$ cat src/rtl/paged_addr_gen.sv
module paged_addr_gen #(
  parameter int AW     = 12,
  parameter int PAGE_W = 5,
  parameter int CHAN_W = 4,
  parameter int DISP_W = 5,
  parameter int NPTR   = 4
) (
  input  logic                    clk,
  input  logic                    rst_n,
  input  logic [3:0]              src_en,
  input  logic [AW-1:0]           pc_val,
  input  logic [NPTR*AW-1:0]      ptr_bank,
  input  logic [$clog2(NPTR)-1:0] ptr_sel,
  input  logic [AW-1:0]           ix_val,
  input  logic [AW-1:0]           ir,
  input  logic [AW-1:0]           sel_wdata,
  input  logic                    sel_wr_word,
  input  logic                    sel_wr_chan,
  input  logic                    sel_wr_page,
  output logic [AW-1:0]           addr_q,
  output logic                    addr_vld,
  output logic                    src_conflict,
  output logic [AW-1:0]           sel_q
);

  localparam int OFF_W   = AW - PAGE_W;
  localparam int SEL_TOP = CHAN_W + PAGE_W;

  logic [CHAN_W-1:0] chan_q;
  logic [PAGE_W-1:0] page_q;
  logic [AW-1:0]     ptr_arr [NPTR];
  logic [AW-1:0]     ptr_pick, dir_addr, idx_addr, addr_nx;
  logic              multi;

  for (genvar k = 0; k < NPTR; k++) begin : g_ptr
    assign ptr_arr[k] = ptr_bank[k*AW +: AW];
  end

  assign ptr_pick = ptr_arr[ptr_sel];
  assign dir_addr = {page_q, ir[OFF_W-1:0]};
  assign idx_addr = ix_val + {{(AW-DISP_W){1'b0}}, ir[DISP_W-1:0]};
  assign multi    = (src_en & (src_en - 4'd1)) != 4'd0;

  always_comb begin
    if      (src_en[0]) addr_nx = pc_val;
    else if (src_en[1]) addr_nx = ptr_pick;
    else if (src_en[2]) addr_nx = dir_addr;
    else if (src_en[3]) addr_nx = idx_addr;
    else                addr_nx = addr_q;
  end

  always_ff @(posedge clk or negedge rst_n) begin
    if (!rst_n) begin
      addr_q       <= '0;
      addr_vld     <= 1'b0;
      src_conflict <= 1'b0;
    end else begin
      addr_q       <= addr_nx;
      addr_vld     <= |src_en;
      src_conflict <= multi;
    end
  end

  always_ff @(posedge clk or negedge rst_n) begin
    if (!rst_n) begin
      chan_q <= '0;
      page_q <= '0;
    end else if (sel_wr_word) begin
      chan_q <= sel_wdata[CHAN_W-1:0];
      page_q <= sel_wdata[SEL_TOP-1:CHAN_W];
    end else begin
      if (sel_wr_chan) chan_q <= sel_wdata[CHAN_W-1:0];
      if (sel_wr_page) page_q <= ir[PAGE_W-1:0];
    end
  end

  assign sel_q = {{(AW-SEL_TOP){1'b0}}, page_q, chan_q};

  AST_PC_SOURCE: assert property (@(posedge clk) disable iff (!rst_n)
    src_en[0] |=> addr_q == $past(pc_val));
  AST_DIRECT_FORM: assert property (@(posedge clk) disable iff (!rst_n)
    src_en == 4'b0100 |=> addr_q == {$past(sel_q[SEL_TOP-1:CHAN_W]), $past(ir[OFF_W-1:0])});
  AST_CONFLICT_FLAG: assert property (@(posedge clk) disable iff (!rst_n)
    $countones(src_en) > 1 |=> src_conflict);
  AST_IDLE_HOLD: assert property (@(posedge clk) disable iff (!rst_n)
    src_en == 4'b0000 |=> $stable(addr_q) && !addr_vld);
  AST_SEL_TOP_ZERO: assert property (@(posedge clk) disable iff (!rst_n)
    sel_q[AW-1:SEL_TOP] == '0);
  AST_CHAN_KEEPS_PAGE: assert property (@(posedge clk) disable iff (!rst_n)
    sel_wr_chan && !sel_wr_word && !sel_wr_page |=> $stable(sel_q[SEL_TOP-1:CHAN_W]));
  AST_PAGE_KEEPS_CHAN: assert property (@(posedge clk) disable iff (!rst_n)
    sel_wr_page && !sel_wr_word && !sel_wr_chan |=> $stable(sel_q[CHAN_W-1:0]));

endmodule

$ cat config.mk
export PLATFORM = sky130hd
export DESIGN_NAME = paged_addr_gen
export DESIGN_NICKNAME = d
export VERILOG_FILES = /design/src/rtl/paged_addr_gen.sv
export SDC_FILE = /design/constraint.sdc
export NUM_CORES = 1
export LEC_CHECK = 0
export ABC_CLOCK_PERIOD_IN_PS = 1800
export CORE_MARGIN = 3
export CORE_UTILIZATION = 60
export CTS_BUF_LIST = sky130_fd_sc_hd__clkbuf_8
export CTS_CLUSTER_DIAMETER = 150
export CTS_CLUSTER_SIZE = 25
export DETAILED_ROUTE_END_ITERATION = 8
export DONT_BUFFER_PORTS = 1
export GPL_ROUTABILITY_DRIVEN = 0
export PLACE_DENSITY = 0.76
export RECOVER_POWER = 25
export SLEW_MARGIN = 25
export SYNTH_ARGS = -nofsm -noshare
export SYNTH_HDL_FRONTEND = slang
export SYNTH_SLANG_ARGS = --single-unit
$ cat constraint.sdc
create_clock -name clk -period 1.8 [get_ports clk]
set_clock_uncertainty 0.05 [all_clocks]
set_input_delay 0.09 -clock clk [delete_from_list [all_inputs] [get_ports clk]]
set_output_delay 0.09 -clock clk [all_outputs]
set_load 0.01 [all_outputs]
==> summary.txt <==
Layout
  • Footprint of the multi-input gates: approximately 1300 sq um
  • Final Util: around three quarters
  • Post-route cell area: ~2300 sq um
  • Fin cells: ~290
  • Post-layout nets: 357
  • Fillers: 219
  • Reg area: 576 sq um
  • Synthesis-to-layout area growth: 16.8%
  • Number of diodes: 0
  • Layout cell share with drive strength beyond 1: 12.3%

Drt
  • Residual DRC: 0
  • DRT Wirelength: approximately 6000 um
  • Final ANT Viol Nets: 0
  • Initial drt markers: roughly 190
  • Detailed Routing Iterations Pass 1: 4
  • WL/cell: just over 20 um
  • Via density: between 6 and 7
  • Via count: 1,969

Synthesis
  • Largest cells by area after synthesis: dfrtp_1 (29%), mux4_2 (9.0%), mux2i_1 (7.0%)
  • Yosys top cell area share: approximately 29%
  • #FFs+latches synth: 23
  • Top FF cell, synth: dfrtp_1
  • Sequential fraction of the synthesis area: ~29%
  • Top post-synthesis cells by count: nand2_1 (24), dfrtp_1 (23), nor2_1 (19)
  • EDFF count, synth: 0
  • Yosys top cell by area: dfrtp_1
  • Post-synthesis cell type count: 54
  • Post-Syn Area: between 2000 and 2500 sq um
  • Cell with the most instances after synthesis: nand2_1
  • FFs w/ async S/R, synth: 100%
  • Avg Cell Area, Syn: about 9.1 sq um
  • Cells after Synth: between 200 and 250
  • Number of synthesis warnings: 0

Placement
  • Area after DPL: 2000 sq um
  • Hpwl dp: ~4400 um
  • Dpl ws: roughly 0.0057 ns
  • Buffers on Ports: 0
  • Placed Instances: ~250

Global route
  • Total grt overflow: 0
  • Vias in the first global route: between 2,000 and 2,500
  • Initial antenna violation count: 0
  • Met2 GRT Util: approximately half
  • All-Layer GR Usage: 29.7%
  • Pin count of the biggest net entering global routing: 24
  • GR Util met1: between 30% and 40%
  • First-pass GRT wire length: about 9600 um
  • GR peak layer: met2
  • Global Route met3 Usage: around 6.0%

Floorplan
  • Die area: 4070 sq um
  • FP Rows: 20
  • Initial Util: about 64%
  • Die height: 63.8 um
  • Core area: approximately 3100 sq um
  • Width of the die: 63.8 um
  • # IOs: ~130

Worst setup path
  • Setup crit end kind: flip-flop
  • CP Data Arrival Time: around 1.9 ns
  • Max FO, Critical Path: 16
  • Critical path type: primary input to flip-flop
  • CP required: approximately 1.9 ns
  • Critical path launch point type: primary input
  • Flop2flop setup slack: approximately 0.23 ns
  • Worst R2R Path Depth: 5

Worst hold path
  • Hold Path Depth: 3
  • HP Class: primary input to flip-flop

Timing
  • Slew Limit Fails: 0
  • TNS Setup: 0 ns
  • Setup Viol. Count Final: 0
  • Minimum clock period: about 1.7 ns
  • Final Hold Viols: 0
  • Setup WS post-layout: roughly 0.057 ns
  • Relative slew margins: roughly 16%
  • Tcrit/Tclk final: 96.8%
  • Least-Margin Pin Slew: 1.27 ns
  • Fmax: about 0.57 GHz
  • RSZ-0062 raised after global routing: no

Flow run
  • Max Cap Viol: 0

CTS
  • Clock buffer count from CTS: 3
  • Clk_lat worst skew: about 0.26 ns
  • # clock sinks: 23
  • H-tree depth: 1
  • Root Driver: clkbuf_8
  • Clk buf depth: 2
  • CTS tree: yes
  • Clock transition at the registers of the reported paths: ~0.090 ns

Power and ir drop
  • Pwr dens: approximately 580 nW/um^2
  • Leak: 0.955 nW
  • Peak VDD IR: 0.385 mV

Run status
  • Status: completed
==> registers in the layout, indices dropped and copies added (netlist names) <==
signal	flops
chan_q	4
addr_vld	1
page_q	5
addr_q	12
src_conflict	1
==> placed cells by master (no fill, tap or decap), types with 6 or more instances in the layout <==
cell | synthesis | routed
mux4_2 | 8 | 8
dfrtp_1 | 23 | 23
nor2_1 | 19 | 19
o22ai_1 | 6 | 6
dlygate4sd3_1 | 0 | 29
mux2i_1 | 14 | 14
a21oi_1 | 9 | 9
inv_1 | 8 | 8
nand2_1 | 24 | 24
o21ai_0 | 17 | 16
==> layout make-up <==
| cell class | count | share of cell area (%) |
|---|---|---|
| multi-input combinational | 172 | 55.8 |
| inverter | 11 | 1.76 |
| clock buffer | 3 | 1.76 |
| clock inverter | 1 | 0.214 |
| timing repair buffer | 33 | 13.5 |
| sequential | 23 | 24.6 |
| tap | 44 | 2.35 |
==> report_power, final <==
part	switching [mW]	internal [mW]
Sequential	0.0680	0.568
Combinational	0.180	0.208
Clock	0.177	0.155
Total	0.426	0.930
==> worst max-delay path: stages <==
cell	delay, ns
dlygate4sd3_1	0.61
nor4_4	0.42
inv_2	0.13
dlygate4sd3_1	0.59
==> repair_timing <==
item	in CTS	in global routing
gates resized for setup	0	1
hold buffers	29	1
buffers inserted	0	0
endpoints found under the hold margin	42	23
endpoints found under the setup margin	0	2
==> kinds of logic (layout without fill, tap and decap cells) <==
kind of cell	after synthesis	in the layout	synth area share, %
adder cells (fa/ha/maj)	7	7	4.62
flip-flops	23	23	28.7
AO/OA/AOI/OAI	64	64	22.4
buffers and inverters	27	48	6.43
XOR/XNOR	6	6	2.62
multiplexers	28	28	20.1
other	1	3	0.187
AND/OR/NAND/NOR	64	64	15.0
==> metal layers <==
| layer | wire length [um] | part of all wire [%] |
|---|---|---|
| met1 | 2130 | 36 |
| met4 | 139 | 2.4 |
| met5 | 0 | 0 |
| met2 | 3030 | 51 |
| met3 | 598 | 10 |
==> path summary, 6_finish.rpt <==
| kind | startpoint | endpoint |
|---|---|---|
| setup / recovery | src_en[2] | addr_vld$_DFF_PN0_ |
| hold / removal | src_en[0] | addr_q[6]$_DFFE_PN0P_ |
| setup reg to reg | addr_q[0]$_DFFE_PN0P_ | addr_q[0]$_DFFE_PN0P_ |
| hold reg to reg | addr_q[2]$_DFFE_PN0P_ | addr_q[2]$_DFFE_PN0P_ |
| max in group asynchronous | rst_n | page_q[1]$_DFFE_PN0P_ |
| min in group asynchronous | rst_n | chan_q[0]$_DFFE_PN0P_ |
==> metrics by stage <==
step	hold slack (ns)	power, mW
after floorplan	-0.256	0.922
final	0.00149	1.36
after detailed placement	-0.255	0.947
after global routing	0.0289	1.42
after global placement	-0.255	0.939
after CTS	0.00209	1.35
Note: power is estimated with default switching activity, not from simulation.
